--- src/rtl/sdac_pkg.sv ---
package sdac_pkg;

  typedef enum logic [3:0] {
    CMD_WRITE  = 4'b0000,
    CMD_UPDATE = 4'b0001,
    CMD_WRUPD  = 4'b0011,
    CMD_SLEEP  = 4'b0100,
    CMD_NOP    = 4'b1111
  } cmd_e;

  // strobes from control to datapath, one system cycle each (powerUp is a level)
  typedef struct packed {
    logic shift;
    logic sdoStep;
    logic loadIn;
    logic update;
    logic powerDown;
    logic powerUp;
  } strobe_t;

endpackage

--- src/rtl/sdac_sync.sv ---
module sdac_sync #(
  parameter int W = 1,
  parameter int STAGES = 2,
  parameter logic [W-1:0] RST_VAL = '0
) (
  input  logic         clk,
  input  logic         rstN,
  input  logic [W-1:0] asyncIn,
  output logic [W-1:0] syncOut
);

  logic [W-1:0] stage [STAGES];

  always_ff @(posedge clk or negedge rstN) begin
    if (!rstN) stage[0] <= RST_VAL;
    else       stage[0] <= asyncIn;
  end

  for (genvar s = 1; s < STAGES; s++) begin : g_stage
    always_ff @(posedge clk or negedge rstN) begin
      if (!rstN) stage[s] <= RST_VAL;
      else       stage[s] <= stage[s-1];
    end
  end

  assign syncOut = stage[STAGES-1];

endmodule

--- src/rtl/sdac_ctrl.sv ---
module sdac_ctrl
  import sdac_pkg::*;
#(
  parameter int MIN_BITS = 24,
  parameter int CMD_W = 4
) (
  input  logic             clk,
  input  logic             rstN,
  input  logic             sclkS,
  input  logic             csS,
  input  logic             ldacS,
  input  logic [CMD_W-1:0] frameCmd,
  output strobe_t          strb
);

  localparam int CNT_W = $clog2(MIN_BITS + 1);

  logic sclkPrev, csPrev, ldacPrev;
  logic sclkRise, sclkFall, csRise, ldacFall, ldacLow;
  logic [CNT_W-1:0] bitCnt;
  logic execNow, frameFull;

  always_ff @(posedge clk or negedge rstN) begin
    if (!rstN) begin
      sclkPrev <= 1'b1;
      csPrev   <= 1'b1;
      ldacPrev <= 1'b1;
    end else begin
      sclkPrev <= sclkS;
      csPrev   <= csS;
      ldacPrev <= ldacS;
    end
  end

  assign sclkRise = sclkS & ~sclkPrev;
  assign sclkFall = ~sclkS & sclkPrev;
  assign csRise   = csS & ~csPrev;
  assign ldacFall = ~ldacS & ldacPrev;
  assign ldacLow  = ~ldacS;

  // saturating count of rising edges seen while selected
  always_ff @(posedge clk or negedge rstN) begin
    if (!rstN) begin
      bitCnt <= '0;
    end else if (csS) begin
      bitCnt <= '0;
    end else if (sclkRise && bitCnt != CNT_W'(MIN_BITS)) begin
      bitCnt <= bitCnt + 1'b1;
    end
  end

  assign frameFull = (bitCnt == CNT_W'(MIN_BITS));
  assign execNow   = csRise & frameFull;

  always_comb begin
    strb = '0;
    strb.shift   = sclkRise & ~csS;
    strb.sdoStep = sclkFall;
    if (execNow) begin
      case (frameCmd)
        CMD_WRITE:  strb.loadIn = 1'b1;
        CMD_UPDATE: strb.update = 1'b1;
        CMD_WRUPD: begin
          strb.loadIn = 1'b1;
          strb.update = 1'b1;
        end
        CMD_SLEEP:  strb.powerDown = ~ldacLow;
        default:    ;
      endcase
      // update level held through the strobe rise: apply after the command
      if (ldacLow) strb.update = 1'b1;
    end
    // update-pin edge while deselected acts at once
    if (ldacFall && csS && !csRise) strb.update = 1'b1;
    strb.powerUp = ldacLow | strb.update;
  end


  short_frame_chk: assert property (@(posedge clk) disable iff (!rstN)
    (csRise && !frameFull) |-> !(strb.loadIn || strb.powerDown));


  ldac_deferred_chk: assert property (@(posedge clk) disable iff (!rstN)
    (ldacFall && !csS) |-> !strb.update);

endmodule

--- src/rtl/sdac_datapath.sv ---
module sdac_datapath
  import sdac_pkg::*;
#(
  parameter int CODE_W = 16,
  parameter int SR_W = 32,
  parameter int MIN_BITS = 24,
  parameter int CMD_W = 4,
  parameter logic [CODE_W-1:0] RESET_CODE = '0
) (
  input  logic              clk,
  input  logic              rstN,
  input  logic              clrN,
  input  logic              sdiS,
  input  strobe_t           strb,
  output logic [CMD_W-1:0]  frameCmd,
  output logic [CODE_W-1:0] dacCode,
  output logic              pwrDown,
  output logic              sdoOut
);

  logic [SR_W-1:0]   shiftReg;
  logic [CODE_W-1:0] inputReg, dacReg, frameData;
  logic              pdReg, sdoReg, regRstN;

  assign regRstN   = rstN & clrN;
  assign frameCmd  = shiftReg[MIN_BITS-1 -: CMD_W];
  assign frameData = shiftReg[CODE_W-1:0];

  always_ff @(posedge clk or negedge rstN) begin
    if (!rstN) begin
      shiftReg <= '0;
      sdoReg   <= 1'b0;
    end else begin
      if (strb.shift)   shiftReg <= {shiftReg[SR_W-2:0], sdiS};
      if (strb.sdoStep) sdoReg   <= shiftReg[SR_W-1];
    end
  end

  always_ff @(posedge clk or negedge regRstN) begin
    if (!regRstN) begin
      inputReg <= RESET_CODE;
      dacReg   <= RESET_CODE;
    end else begin
      if (strb.loadIn) inputReg <= frameData;
      if (strb.update) dacReg   <= strb.loadIn ? frameData : inputReg;
    end
  end

  always_ff @(posedge clk or negedge rstN) begin
    if (!rstN)                pdReg <= 1'b0;
    else if (strb.powerUp)    pdReg <= 1'b0;
    else if (strb.powerDown)  pdReg <= 1'b1;
  end

  assign dacCode = dacReg;
  assign pwrDown = pdReg;
  assign sdoOut  = sdoReg;


  sleep_keeps_code_chk: assert property (@(posedge clk) disable iff (!rstN || !clrN)
    $rose(pdReg) |-> $stable(dacReg));


  dac_hold_chk: assert property (@(posedge clk) disable iff (!rstN || !clrN)
    !strb.update |=> $stable(dacReg));


  sdo_on_fall_chk: assert property (@(posedge clk) disable iff (!rstN)
    !$stable(sdoReg) |-> $past(strb.sdoStep));

endmodule

--- src/rtl/sdac_cmd_if.sv ---
module sdac_cmd_if
  import sdac_pkg::*;
#(
  parameter int CODE_W = 16,
  parameter int SR_W = 32,
  parameter int MIN_BITS = 24,
  parameter bit CLEAR_MID = 1'b0
) (
  input  logic              clk,
  input  logic              rstN,
  input  logic              sclkIn,
  input  logic              sdiIn,
  input  logic              csLdN,
  input  logic              clrN,
  input  logic              ldacN,
  output logic              sdoOut,
  output logic [CODE_W-1:0] dacCode,
  output logic              pwrDown
);

  localparam int CMD_W = 4;
  localparam logic [CODE_W-1:0] RESET_CODE =
    CLEAR_MID ? (CODE_W'(1) << (CODE_W - 1)) : '0;

  logic [3:0]       rawPins, syncPins;
  logic             sclkS, sdiS, csS, ldacS;
  logic [CMD_W-1:0] frameCmd;
  strobe_t          strb;

  assign rawPins = {sclkIn, sdiIn, csLdN, ldacN};

  sdac_sync #(.W(4), .STAGES(2), .RST_VAL(4'b1011)) u_sync (
    .clk     (clk),
    .rstN    (rstN),
    .asyncIn (rawPins),
    .syncOut (syncPins)
  );

  assign {sclkS, sdiS, csS, ldacS} = syncPins;

  sdac_ctrl #(.MIN_BITS(MIN_BITS), .CMD_W(CMD_W)) u_ctrl (
    .clk      (clk),
    .rstN     (rstN),
    .sclkS    (sclkS),
    .csS      (csS),
    .ldacS    (ldacS),
    .frameCmd (frameCmd),
    .strb     (strb)
  );

  sdac_datapath #(
    .CODE_W(CODE_W), .SR_W(SR_W), .MIN_BITS(MIN_BITS),
    .CMD_W(CMD_W), .RESET_CODE(RESET_CODE)
  ) u_dp (
    .clk      (clk),
    .rstN     (rstN),
    .clrN     (clrN),
    .sdiS     (sdiS),
    .strb     (strb),
    .frameCmd (frameCmd),
    .dacCode  (dacCode),
    .pwrDown  (pwrDown),
    .sdoOut   (sdoOut)
  );


  clear_value_chk: assert property (@(posedge clk) disable iff (!rstN)
    !clrN |-> dacCode == RESET_CODE);


  ldac_wakes_chk: assert property (@(posedge clk) disable iff (!rstN)
    !ldacS |=> !pwrDown);


  idle_no_shift_chk: assert property (@(posedge clk) disable iff (!rstN)
    csS |=> $stable(frameCmd));

endmodule

--- config.mk ---
export PLATFORM = sky130hd
export DESIGN_NAME = sdac_cmd_if
export DESIGN_NICKNAME = d
export VERILOG_FILES = /design/src/rtl/sdac_pkg.sv /design/src/rtl/sdac_sync.sv /design/src/rtl/sdac_ctrl.sv /design/src/rtl/sdac_datapath.sv /design/src/rtl/sdac_cmd_if.sv
export SDC_FILE = /design/constraint.sdc
export NUM_CORES = 1
export LEC_CHECK = 0
export ABC_AREA = 1
export BUFFER_PORTS_ARGS = -buffer_cell sky130_fd_sc_hd__buf_2
export CAP_MARGIN = 20
export CORE_MARGIN = 2
export CORE_UTILIZATION = 24
export DETAILED_ROUTE_END_ITERATION = 8
export PLACE_DENSITY = 0.43
export SYNTH_ARGS = -nofsm -noshare
export SYNTH_HDL_FRONTEND = slang
export SYNTH_HIERARCHICAL = 1
export SYNTH_SLANG_ARGS = --single-unit
--- constraint.sdc ---
create_clock -name clk -period 2.3 [get_ports clk]
set_input_delay 0.46 -clock clk [delete_from_list [all_inputs] [get_ports clk]]
set_output_delay 0.46 -clock clk [all_outputs]
set_load 0.1 [all_outputs]
==> metrics.txt <==
#FFs+latches synth=82; clock latency on the worst-skew pair=0.34 ns; Peak supply drop=0.000267 V; final hold violations=0; logic gate share of total power=0.070; clk_skew=0.00900 ns; vias in the first global route=2,213; P&R area growth vs syn=15.6%; f_max=559 MHz; CP peak stage delay=0.42 ns; Syn Area/Cell=9.17 um2; Synth Warn #=6; Clock Sinks=82; # H-tree levels=3; Worst-Margin Slew=0.548 ns; maximum fanout along the worst path=17; largest net degree at the start of global routing=65; switching portion of total power=0.233; Slowest-stage cell, CP=dfrtp_1; num ports=25; minimum clock period=1.79 ns; Synth cell types=24; Tot Pwr=3.41 mW; GPL Wtd Cong=0.715; post-route clock period utilization=0.778; diode count=0; CP delay by family, top=simple AND/OR/NAND/NOR gates; Setup crit end kind=flop; Sw Pwr=0.795 mW; Netlist Area Pre-Place=3450 um2; Max-Cap Viols=0; most used cell, CP=nand3_1; Residual DRC=0; Resize count post-CTS=0; core area=13,900 um2; vias per cell=3.91; crit-path cells=inv_1, ha_1, nand3_1, nor2_2, nand3_1, a21oi_2, buf_4, nand2_1, and2_1; vias=2,260; critical path class=reg -> reg; Final nets=403; first drt pass iteration count=4; Lkg Pwr=2.00 nW; Die Y=124 um; share of power burned in registers=0.479; Hold WC Path Type=in -> async; Relative slew margins=0.635; clock buffers created by TritonCTS=9; Starting Density=0.248; Required @ worst endpoint=2.53 ns; hpwl dp=4130 um; CTS root buf=clkbuf_16; setup violators final=0; final slew viol count=0; Post-Syn Nets=385; status=complete, no violations; IO Port Bufs=24; GR Overflow Total=0; ANT nets after route=0; clock share of power=0.451; all-layer global routing usage=0.0992; clock-pin slew on the worst setup and hold paths=0.06 ns; DR iter-0 viols=90; die area=15,300 um2; hold_ws=0.216 ns; fillers=1,477; Power Density=854 nW/um2; Gate Count Post-Synth=376; Setup Buffers After CTS=0; antenna violations before repair=0; CP bufs+invs=2; WL per Instance=11.1 um; first-pass GRT wire length=11,400 um; register area share after synthesis=0.598; RSZ-0062 raised after global routing=no; share of cells above drive strength 1=0.163; FP Rows=43; cts hold-fix bufs=0; final wirelength=6400 um; die width=124 um; crit path launch type=flop; Setup TNS Final=0 ns; crit path DAT=2.02 ns; deepest clock path buffer count=2; P_int=2.61 mW; TritonCTS clock tree=yes
==> sequential cells by signal (all words and copies together) (netlist names) <==
name	cells
u_ctrl/bitCnt	5
u_sync/syncOut	4
u_sync/stage	4
u_ctrl/ldacPrev	1
u_dp/dacCode	16
u_dp/pwrDown	1
u_dp/inputReg	16
u_ctrl/csPrev	1
u_ctrl/sclkPrev	1
u_dp/shiftReg	32
u_dp/sdoOut	1
==> worst register-to-register path, stage by stage, from the launching register on <==
cell and delay [ns]:
dfrtp_1 0.42, inv_1 0.09, ha_1 0.18, nand3_1 0.09, nor2_2 0.13, nand3_1 0.10, a21oi_2 0.11, buf_4 0.25
nand2_1 0.14, and2_1 0.18
==> cell families (layout without fill, tap and decap cells) <==
group | after synthesis | count (layout) | synth area share
AND/OR/NAND/NOR | 182 | 182 | 0.232
flip-flops | 82 | 82 | 0.598
buffers and inverters | 75 | 97 | 0.109
AO/OA/AOI/OAI | 34 | 34 | 0.0504
adder cells (fa/ha/maj) | 2 | 2 | 0.00725
XOR/XNOR | 1 | 1 | 0.00254
==> area by class of cell <==
class	instances	area, um2	area share
clock buffers	11	243	0.0609
clock inverters	4	76.3	0.0191
inverters	52	200	0.0502
multi-input cells	219	1010	0.254
flip-flops and latches	82	2060	0.517
well taps	180	225	0.0565
repair buffers	30	165	0.0414
==> final timing paths <==
kind	from	end	slack, ns	cells past startpoint
min in group clk	sclkIn	u_sync/stage[7]	0.22	1
max in group asynchronous	rstN	u_dp/inputReg[3]	1.63	4
worst min register to register	u_sync/stage[6]	u_sync/syncOut[2]	0.35	0
worst max-delay path	u_ctrl/bitCnt[0]	u_dp/inputReg[12]	0.51	9
worst min-delay path	clrN	u_dp/inputReg[10]	0.22	4
worst max register to register	u_ctrl/bitCnt[0]	u_dp/inputReg[12]	0.51	9
==> power groups by stage <==
stage / clock network (mW) / registers, mW / logic, mW
floorplan: 0 / 1.66 / 0.189
global placement: 0 / 1.65 / 0.236
detailed placement: 0 / 1.66 / 0.243
CTS: 1.61 / 1.63 / 0.244
global route: 1.66 / 1.65 / 0.283
finish: 1.54 / 1.63 / 0.237
==> metrics by stage <==
stage	util	cells	cell area [um2]	setup slack (ns)
final	0.286	578	3990	0.510
after global routing	0.286	578	3990	0.356
after CTS	0.286	578	3990	0.482
after detailed placement	0.263	563	3670	0.496
after global placement	0.263	563	3670	0.515
after floorplan	-	376	3450	0.677
==> cell usage after synthesis (all sizes together) <==
cell type,number,area share
a21oi,10,0.016
and2,16,0.029
buf,22,0.050
clkbuf,1,0.0014
dfrtp,73,0.53
dfstp,9,0.069
ha,2,0.0073
inv,52,0.058
nand2,110,0.12
nand3,26,0.038
nand4,5,0.011
nor2,22,0.026
nor3,2,0.0029
o21ai,24,0.035
or2,1,0.0018
xnor2,1,0.0025
==> metal layers <==
layer,up-vias,part of all wire,GRT usage
met4,0,0.024,0.0506
li1,1179,-,-
met1,1049,0.50,0.133
met3,9,0.036,0.0307
met2,23,0.44,0.144
met5,-,0,0
==> placed cells by master, fill, tap and decap left out <==
cell        Yosys  routed
nor2_1         19      19
dfstp_2         9       9
buf_2           5      24
clkbuf_16       0       9
nor3_1          2       1
nand2_1       108     108
nor2_2          3       3
a21oi_1         9       9
and2_1         16      16
nand4_1         4       4
nor3_2          0       1
dfrtp_1        73      73
nand3_1        26      26
o21ai_0        24      24
nand2_4         2       2
inv_2           3       3
inv_6           1       1
bufinv_16       0       2
clkbuf_8        0       1
buf_4          12       6
nand4_2         1       1
clkinv_4        0       1
clkbuf_1        0       1
ha_1            2       2
a21oi_2         1       1
inv_1          48      48
clkinvlp_4      0       1
xnor2_1         1       1
or2_1           1       1
No activity file was read; power rests on OpenSTA's default activity.
